===== src/rtl/hdlock_pkg.sv =====
package hdlock_pkg;

   // counter implementation selector
   typedef enum int {
      CNT_TREE  = 0,
      CNT_CHAIN = 1
   } cnt_style_e;

   // width of a ones count for a W-bit vector: clog2(W)+1 bits
   function automatic int cnt_width(input int w);
      return $clog2(w) + 1;
   endfunction

endpackage


===== src/rtl/hdlock_popcnt.sv =====
module hdlock_popcnt
   import hdlock_pkg::*;
#(
   parameter int W         = 8,
   parameter int CNT_STYLE = CNT_TREE,
   localparam int CW       = cnt_width(W)
) (
   input  logic [W-1:0]  vec_i,
   output logic [CW-1:0] cnt_o
);

   localparam int LVLS = $clog2(W);
   localparam int PADW = 1 << LVLS;

   if (W < 1) begin : g_bad_w
      $error("hdlock_popcnt: W must be at least 1");
   end

   if (CNT_STYLE == CNT_TREE) begin : g_tree
      for (genvar l = 0; l <= LVLS; l++) begin : g_lv
         logic [CW-1:0] s [PADW >> l];
         if (l == 0) begin : g_leaf
            for (genvar i = 0; i < PADW; i++) begin : g_bit
               if (i < W) begin : g_real
                  assign s[i] = CW'(vec_i[i]);
               end else begin : g_pad
                  assign s[i] = '0;
               end
            end
         end else begin : g_sum
            for (genvar i = 0; i < (PADW >> l); i++) begin : g_node
               assign s[i] = g_lv[l-1].s[2*i] + g_lv[l-1].s[2*i+1];
            end
         end
      end
      assign cnt_o = g_lv[LVLS].s[0];
   end else begin : g_chain
      logic [CW-1:0] acc;
      always_comb begin
         acc = '0;
         for (int i = 0; i < W; i++) begin
            acc = acc + CW'(vec_i[i]);
         end
      end
      assign cnt_o = acc;
   end

   always_comb begin

      cnt_range_chk: assert (int'(cnt_o) <= W)
         else $error("ones count above vector width");
   end

endmodule


===== src/rtl/hdlock_distcmp.sv =====
module hdlock_distcmp #(
   parameter int CW = 4,
   parameter int HD = 2
) (
   input  logic [CW-1:0] cnt_i,
   output logic          hit_o
);

   localparam logic [CW-1:0] HDV = CW'(HD);

   logic [CW-1:0] diff;

   for (genvar b = 0; b < CW; b++) begin : g_bit
      assign diff[b] = cnt_i[b] ^ HDV[b];
   end

   assign hit_o = ~|diff;

endmodule


===== src/rtl/hdlock_path.sv =====
module hdlock_path
   import hdlock_pkg::*;
#(
   parameter int W         = 8,
   parameter int HD        = 2,
   parameter int CNT_STYLE = CNT_TREE
) (
   input  logic [W-1:0] slice_i,
   input  logic [W-1:0] key_i,
   output logic         hit_o
);

   localparam int CW = cnt_width(W);

   logic [W-1:0]  mix;
   logic [CW-1:0] cnt;

   assign mix = slice_i ^ key_i;

   hdlock_popcnt #(.W(W), .CNT_STYLE(CNT_STYLE)) u_cnt (
      .vec_i (mix),
      .cnt_o (cnt)
   );

   hdlock_distcmp #(.CW(CW), .HD(HD)) u_cmp (
      .cnt_i (cnt),
      .hit_o (hit_o)
   );

   always_comb begin

      path_hit_chk: assert (hit_o == ($countones(slice_i ^ key_i) == HD))
         else $error("path hit disagrees with distance");
   end

endmodule


===== src/rtl/hdlock_unit.sv =====
module hdlock_unit
   import hdlock_pkg::*;
#(
   parameter int          W         = 8,
   parameter int          HD        = 2,
   parameter int          CNT_STYLE = CNT_TREE,
   parameter logic [W-1:0] FIX_KEY  = W'(8'hB2)
) (
   input  logic [W-1:0] slice_i,
   input  logic [W-1:0] key_i,
   input  logic         func_i,
   output logic         prot_o
);

   // elaboration-time parameter checks
   if (HD < 0 || HD > W) begin : g_bad_hd
      $error("hdlock_unit: HD must lie in 0..W");
   end
   if (CNT_STYLE != CNT_TREE && CNT_STYLE != CNT_CHAIN) begin : g_bad_style
      $error("hdlock_unit: unknown CNT_STYLE");
   end

   logic flip_hit;
   logic rest_hit;

   hdlock_path #(.W(W), .HD(HD), .CNT_STYLE(CNT_STYLE)) u_flip (
      .slice_i (slice_i),
      .key_i   (FIX_KEY),
      .hit_o   (flip_hit)
   );

   hdlock_path #(.W(W), .HD(HD), .CNT_STYLE(CNT_STYLE)) u_rest (
      .slice_i (slice_i),
      .key_i   (key_i),
      .hit_o   (rest_hit)
   );

   assign prot_o = func_i ^ flip_hit ^ rest_hit;

   always_comb begin

      transparent_chk: assert (key_i != FIX_KEY || prot_o == func_i)
         else $error("correct key did not restore output");
   end

   if (HD == 0) begin : g_eq_chk
      always_comb begin

         eq_flip_chk: assert (!flip_hit || slice_i == FIX_KEY)
            else $error("equality flip fired without exact match");
      end
   end

endmodule


===== config.mk =====
export PLATFORM = sky130hd
export DESIGN_NAME = hdlock_unit
export DESIGN_NICKNAME = d
export VERILOG_FILES = /design/src/rtl/hdlock_pkg.sv /design/src/rtl/hdlock_popcnt.sv /design/src/rtl/hdlock_distcmp.sv /design/src/rtl/hdlock_path.sv /design/src/rtl/hdlock_unit.sv
export SDC_FILE = /design/constraint.sdc
export NUM_CORES = 1
export LEC_CHECK = 0
export ABC_AREA = 1
export BUFFER_PORTS_ARGS = -buffer_cell sky130_fd_sc_hd__buf_2
export CAP_MARGIN = 25
export CORE_AREA = 2 2 39 41
export DETAILED_ROUTE_END_ITERATION = 10
export DIE_AREA = 0 0 41 43
export SYNTH_ARGS = -nofsm -noshare
export SYNTH_HDL_FRONTEND = slang
export SYNTH_SLANG_ARGS = --single-unit

===== constraint.sdc =====
create_clock -name vclk -period 3.07
set_input_delay 0.1535 -clock vclk [all_inputs]
set_output_delay 0.1535 -clock vclk [all_outputs]
set_load 0.01 [all_outputs]

* Word level (Yosys, flattened, before mapping) *
Cells that the tools add are included.

word-level totals
  register bits = 0
  latch bits = 0
  bits in writable memories = 0
  bits in read-only memories = 0
  input bits = 17
  logic and storage cells = 24
  memories kept = 0

operators by class
  add/subtract/negate cells = 14
  $mul = 0
  div/mod/pow operators = 0
  order comparisons = 0
  equality and inequality tests = 0
  shift-type cells = 0
  muxes and demuxes = 0
  bitwise logic cells = 6
  reductions and logical operators = 4

operators with widths
  kind              number
  $add A1 B1 Y2     8
  $add A4 B2 Y4     2
  $add A4 B3 Y4     2
  $reduce_or A4 Y1  2
  $xor A8 B8 Y8     1
  $add A2 B2 Y3     2
  $not A4 Y4        1
  $logic_not A1 Y1  2
  $not A1 Y1        2
  $xor A1 B1 Y1     2

* Logic depth before layout (Yosys ltp) *
Gate-level depths: netlist of run 1.

  depth after elaboration = 9
  mapped depth = 14
  gate-level depth less buffers = 14

* Modules after synthesis *
Synthesis of run 1 repeated with hierarchy kept, for this count alone.

second synthesis, totals
  cells, all modules = 161
  area, all modules = 790.8 µm²

modules (own cells, without submodules)
  module          times used  cells each  area each (µm²)  sequential area each (µm²)
  hdlock_popcnt   2           29          201.4            0.0
  hdlock_path     2           40          150.1            0.0
  hdlock_distcmp  2           6           22.5             0.0
  hdlock_unit     1           11          42.5             0.0

* Worst setup path after synthesis of run 1 *
No wires, ideal clock.

  kind = input to output
  start point = input key_i[0]
  end point = output prot_o
  arrival time = 2.959 ns
  required time = 2.917 ns
  path slack = -0.042 ns
  cell stages on the path = 13
  path buffers = 0
  cells stage by stage = xor2_1 -> ha_1 -> inv_1 -> fa_1 -> fa_1 -> fa_1 -> fa_1 -> or2_1 -> nand2_1 -> inv_1 -> nand2_1 -> nand3_1 -> nand2_1

between the ends
  word-level cells in the longest chain between the ends = 8

ends and longest elaborated chain
  item                  line                  text
  start, declared       hdlock_unit.sv:10     input logic [W-1:0] key_i,
  $xor A8 B8 Y8 (*)     hdlock_path.sv:18     assign mix = slice_i ^ key_i;
  $add A1 B1 Y2 (*)     hdlock_popcnt.sv:32   assign s[i] = g_lv[l-1].s[2*i] + g_lv[l-1].s[2*i+1];
  $add A4 B2 Y4 (*)     hdlock_popcnt.sv:32
  $add A4 B3 Y4 (*)     hdlock_popcnt.sv:32
  $not A1 Y1 (no line)  --
  $reduce_or A4 Y1 (*)  hdlock_distcmp.sv:17  assign hit_o = ~|diff;
  $logic_not A1 Y1 (*)  hdlock_distcmp.sv:17
  $xor A1 B1 Y1 (*)     hdlock_unit.sv:38     assign prot_o = func_i ^ flip_hit ^ rest_hit;
  end, declared         hdlock_unit.sv:12     output logic prot_o

Every way passes the cells marked *; elsewhere a longest branch is shown, timed or not.

* Final worst setup path of run 1 *
  start point = input key_i[1]
  end point = output prot_o

Same word-level chain as after synthesis.

==> results.md, run 1 <==
- Outcome: finished, violations left
- Failing checks: setup timing
- Max frequency: 318.1 MHz
- Share of cells above drive strength 1: 35.37%
- Cell taking the most area after synthesis: fa_1
- Largest net degree at the start of global routing: 4
- DR WL/cell: 8.418 um
- Avg Inst Size Synth: 7.527 um2
- Die Footprint: 1763 um2
- Pins Over Slew Limit: 0
- Synthesized net count: 93
- Ant. Diodes: 0
- Synth warnings: 0
- Slew @ Worst Pin: 0.3054 ns
- Largest cells by area after synthesis: fa_1 (34%), ha_1 (16%), inv_1 (14%)
- Post-route DRC violation count: 0
- Fill cells: 148
- Synth cell types: 11
- Number of global-route vias before repair: 394
- # hold bufs at CTS: 0
- Pre-antenna DRT Iters: 3
- P_leak: 0.3580 nW
- Post-CTS Setup Bufs: 0
- Peak VDD IR: 0.1810 mV
- Final net count: 115
- Tmin final: 3.144 ns
- Routed vias/inst: 4.367
- Routed Antenna Nets: 0
- Flip-flop and latch count: 0
- Port Buffers: 18
- PwrDens: 398.6 nW/um2
- Initial antenna violation count: 0
- GR Overflow Total: 0
- Post-route setup slack: -0.07361 ns
- Total power: 254.8 uW
- Cell count after synthesis: 62
- Post-DP HPWL: 792.5 um
- Register Area: 0 um2
- Initial Utilization: 33.73%
- RSZ-0062 raised after global routing: true
- Hold WC Path Type: in -> out
- Core area: 1384 um2
- Synth Cell Area: 466.7 um2
- GR Util All Layers: 10.95%
- Layout clock buffers: 0
- Final hold violations: 0
- Critical setup path kind: in -> out
- Die H: 43 um
- Worst Setup Start Kind: primary input
- Relative max-transition margin: 79.42%
- # setup viols final: 1
- CP required: 2.92 ns
- Syn-to-layout area delta: 37.00%
- Sequential area share after synthesis: 0%
- Die X: 41 um
- Yosys top cell area share: 34.32%
- Crit end category: output port
- Total Wirelength: 825 um
- Starting DRC count in detailed routing: 3
- Max-cap viol count: 0
- Final core occ: 46.20%
- I/O pin count: 18
- Hold WS: 0.6807 ns
- Tcrit/Tclk final: 102.4%
- Crit path arrival time: 2.99 ns
- Row count: 14
- First-pass GRT wire length: 1407 um
- Vias: 428
- Multi-input logic area: 427.9 um2
- CP max FO: 2
- Placer Congestion: 0.7498
## layer usage
metal	GRT usage, %	routed length, um	up-vias
met3	0.5236	68	0
met5	0	0	-
li1	-	-	221
met4	0	0	0
met2	19.69	414	15
met1	14.62	342	192
## where the power goes
part / switching (mW) / total (mW) / internal [mW]
combinational: 0.137 / 0.255 / 0.118
clock: 0 / 0 / 0
sequential: 0 / 0 / 0
## synth_stat cells
cell,count
inv_1,18
xnor2_1,6
nand2_1,11
o21ai_0,1
nor2_1,3
nand3_1,5
a21oi_1,1
or2_1,1
fa_1,8
xor2_1,2
ha_1,6
## through the flow
stage	instance area (um2)	setup slack (ns)	instances	setup TNS, ns
3_5_place_dp	594.3	-0.2628	98	-0.2628
6_report	639.4	-0.07361	98	-0.07361
5_1_grt	639.4	-0.2169	98	-0.2169
2_1_floorplan	469.2	0.04019	62	0
4_1_cts	606.8	-0.1372	98	-0.1372
3_3_place_gp	594.3	-0.2218	98	-0.2218
## kinds of logic (layout without fill, tap and decap cells)
family / Yosys count / in the layout / synth area share [%]
AOI/OAI and AO/OA: 2 / 2 / 2.143
xor gates and xnor gates: 8 / 8 / 15.01
adders and majority gates: 14 / 14 / 50.40
buffers and inverters: 18 / 38 / 14.48
and+or+nand+nor: 20 / 20 / 17.96
## layout make-up
type,count,share of cell area (%)
Tap cell,16,3.131
Inverter,18,10.57
Multi-Input combinational cell,44,66.93
Timing Repair Buffer,20,19.37
## placed cells by master, fill, tap and decap left out
master	synthesis	final
xor2_2	0	1
buf_6	0	3
inv_2	0	1
inv_1	18	17
buf_4	0	2
xor2_1	2	1
nand2_1	11	9
xnor2_1	6	6
buf_2	0	15
nand2_2	0	2
nor2_2	0	1
nor2_1	3	2
nand3_2	0	1
fa_1	8	6
o21ai_0	1	1
ha_1	6	6
nand3_1	5	4
fa_2	0	2
or2_1	1	1
a21oi_2	0	1
## final timing paths
check,slack (ns),from,cells after the start,to
setup / recovery,-0.07,key_i[1],15,prot_o
hold / removal,0.68,func_i,5,prot_o
## repair_timing
item | in CTS | in global routing
endpoints found under the setup margin | 1 | 1
gates resized for setup | 3 | 9
hold endpoints to repair | 0 | 0
pin swaps | 5 | 1
## worst max-delay path, stage by stage
cell and delay, ns:
buf_6 0.10, xor2_2 0.16, ha_1 0.27, inv_1 0.05, fa_1 0.50, fa_1 0.43
fa_2 0.36, fa_2 0.34, or2_1 0.22, nand2_2 0.09, inv_2 0.04, nand2_2 0.06
nand3_2 0.06, nand2_1 0.05, buf_2 0.12
(Power assumes the default switching activity.)
==> inputs of run 2 (changes only) <==
--- a/config.mk
+++ b/config.mk
@@ -11,6 +11,9 @@
 export CORE_AREA = 2 2 39 41
 export DETAILED_ROUTE_END_ITERATION = 10
 export DIE_AREA = 0 0 41 43
+export MAX_ROUTING_LAYER = met4
+export REMOVE_ABC_BUFFERS = 1
+export SLEW_MARGIN = 30
 export SYNTH_ARGS = -nofsm -noshare
 export SYNTH_HDL_FRONTEND = slang
 export SYNTH_SLANG_ARGS = --single-unit
==> run 2 against run 1 <==
Effect of this change: the run still ends with setup timing left; combinational power is 8.2% lower; flip-flop and latch count stayed put; global-route usage is 0.79 points lower; count of clock-buffer cells in the layout stayed put; via count is 4.9% lower; critical path depth stayed put; wire length is 3.5% lower; largest power group unchanged; highest routed layer unchanged.
==> results.md, run 2 (same netlist as run 1, synthesis figures left out) <==
- Routed Antenna Nets: 0 (unchanged)
- Tcrit/Tclk final: 102.4% (about the same)
- Max frequency: 318.2 MHz (about the same)
- PwrDens: 379.9 nW/um2 (-4.7%)
- Placer Congestion: 0.6993 (-6.7%)
- Peak VDD IR: 0.1306 mV (-28%)
- I/O pin count: 18 (unchanged)
- Critical setup path kind: in -> out
- Layout clock buffers: 0 (unchanged)
- DR WL/cell: 8.040 um (-4.5%)
- Worst Setup Start Kind: primary input
- Pre-antenna DRT Iters: 2 (-1)
- P_leak: 0.3556 nW (-0.66%)
- Pre-CTS setup slack: -0.3368 ns (-0.07402 ns)
- Hold WC Path Type: in -> out
- Final instance area: 616.8 um2 (-3.5%)
- Largest net degree at the start of global routing: 4 (unchanged)
- Area post-placement: 599.3 um2 (+0.84%)
- Post-route DRC violation count: 0 (unchanged)
- Core area: 1384 um2 (unchanged)
- Die Footprint: 1763 um2 (unchanged)
- Setup Total Neg Slack: -0.07262 ns (+0.0009928 ns)
- Initial antenna violation count: 0 (unchanged)
- Total Wirelength: 796 um (-3.5%)
- Post-DP HPWL: 780.9 um (-1.5%)
- Die H: 43 um (unchanged)
- Starting DRC count in detailed routing: 1 (-2)
- Die X: 41 um (unchanged)
- Final hold violations: 0 (unchanged)
- CP max FO: 2 (unchanged)
- Final net count: 116 (+0.87%)
- CP required: 2.92 ns (about the same)
- Tmin final: 3.143 ns (-0.0009928 ns)
- Total power: 234.4 uW (-8.0%)
- Initial Utilization: 33.73% (unchanged)
- Outcome: finished, violations left
- Crit path arrival time: 2.99 ns (about the same)
- Syn-to-layout area delta: 32.17%
- Most frequent cells in the layout: inv_1 (18), buf_2 (17), nand2_1 (10)
- Port Buffers: 18 (unchanged)
- Relative max-transition margin: 79.63% (+0.21 points)
- Register Area: 0 um2 (unchanged)
- Share of cells above drive strength 1: 30.12% (-5.2 points)
- Slew @ Worst Pin: 0.3023 ns (-0.003070 ns)
- Routed vias/inst: 4.111 (-5.9%)
- First-pass GRT wire length: 1297 um (-7.8%)
- Vias: 407 (-4.9%)
- RSZ-0062 raised after global routing: true
- Row count: 14 (unchanged)
- Pins Over Slew Limit: 0 (unchanged)
- Ant. Diodes: 0 (unchanged)
- GR Overflow Total: 0 (unchanged)
- Placed cells: 99 (+1.0%)
- Flip-flop and latch count: 0 (unchanged)
- Max-cap viol count: 0 (unchanged)
- Number of global-route vias before repair: 389 (-1.3%)
- # setup viols final: 1 (unchanged)
- Crit path capture: prot_o
- GR Util All Layers: 10.17% (-0.79 points)
- Failing checks: setup timing
- Crit end category: output port
- Crit path from: key_i[1]
- Most common cell after layout, fill and taps aside: inv_1
- Post-route setup slack: -0.07262 ns (+0.0009928 ns)
- Non-Filler Instances: 99 (+1.0%)
- # hold bufs at CTS: 0 (unchanged)
==> run 2: cell count changes in the layout (fill, tap and decap cells not counted), sizes merged <==
cell | previous run | this run
buf | 20 | 21
==> run 2: how the worst min path moves through the flow <==
stage / end / from / depth (start not counted)
global placement: prot_o / func_i / 5
global route: prot_o / func_i / 5
detailed placement: prot_o / func_i / 5
floorplan: prot_o / func_i / 3
CTS: prot_o / func_i / 5
finish: prot_o / func_i / 5
==> run 2: per-stage QoR <==
step	hold slack, ns	util, %
after floorplan	0.4749	-
after global placement	0.6731	43.31
after detailed placement	0.6844	43.31
after CTS	0.6853	44.39
after global routing	0.7356	44.57
final	0.6831	44.57
==> run 2: what timing repair did <==
action                     4_1_cts  5_1_grt
buffers inserted                 0        0
setup endpoints to repair        1        1
gates resized for setup          4        1
pin swaps                        4        1
hold endpoints to repair         0        0
==> run 2: cell type report <==
| class | count | area, um2 |
|---|---|---|
| fill | 146 | 767.0 |
| multi-input combinational | 44 | 410.4 |
| timing repair buffer | 21 | 118.9 |
| inverter | 18 | 67.56 |
| tap | 16 | 20.02 |
==> run 2: critical path, cell delays in order <==
cell and delay, ns:
buf_2 0.10, xor2_1 0.15, ha_1 0.27, inv_1 0.04
fa_1 0.50, fa_1 0.43, fa_2 0.37, fa_2 0.34
or2_1 0.22, nand2_2 0.08, inv_1 0.04, nand2_1 0.05
nand3_1 0.07, nand2_1 0.05, buf_2 0.12
==> run 2: report_power, final <==
group | internal, mW | switching, mW
sequential | 0 | 0
combinational | 0.108 | 0.127
clock | 0 | 0
total | 0.108 | 0.127
==> run 2: layer usage <==
| metal | track usage [%] | share of wire [%] | up-vias |
|---|---|---|---|
| met5 | - | 0 | - |
| met4 | 0 | 0 | 0 |
| met3 | 0 | 5.8 | 0 |
| met2 | 18.13 | 49 | 12 |
| met1 | 13.20 | 45 | 172 |
| li1 | - | - | 223 |
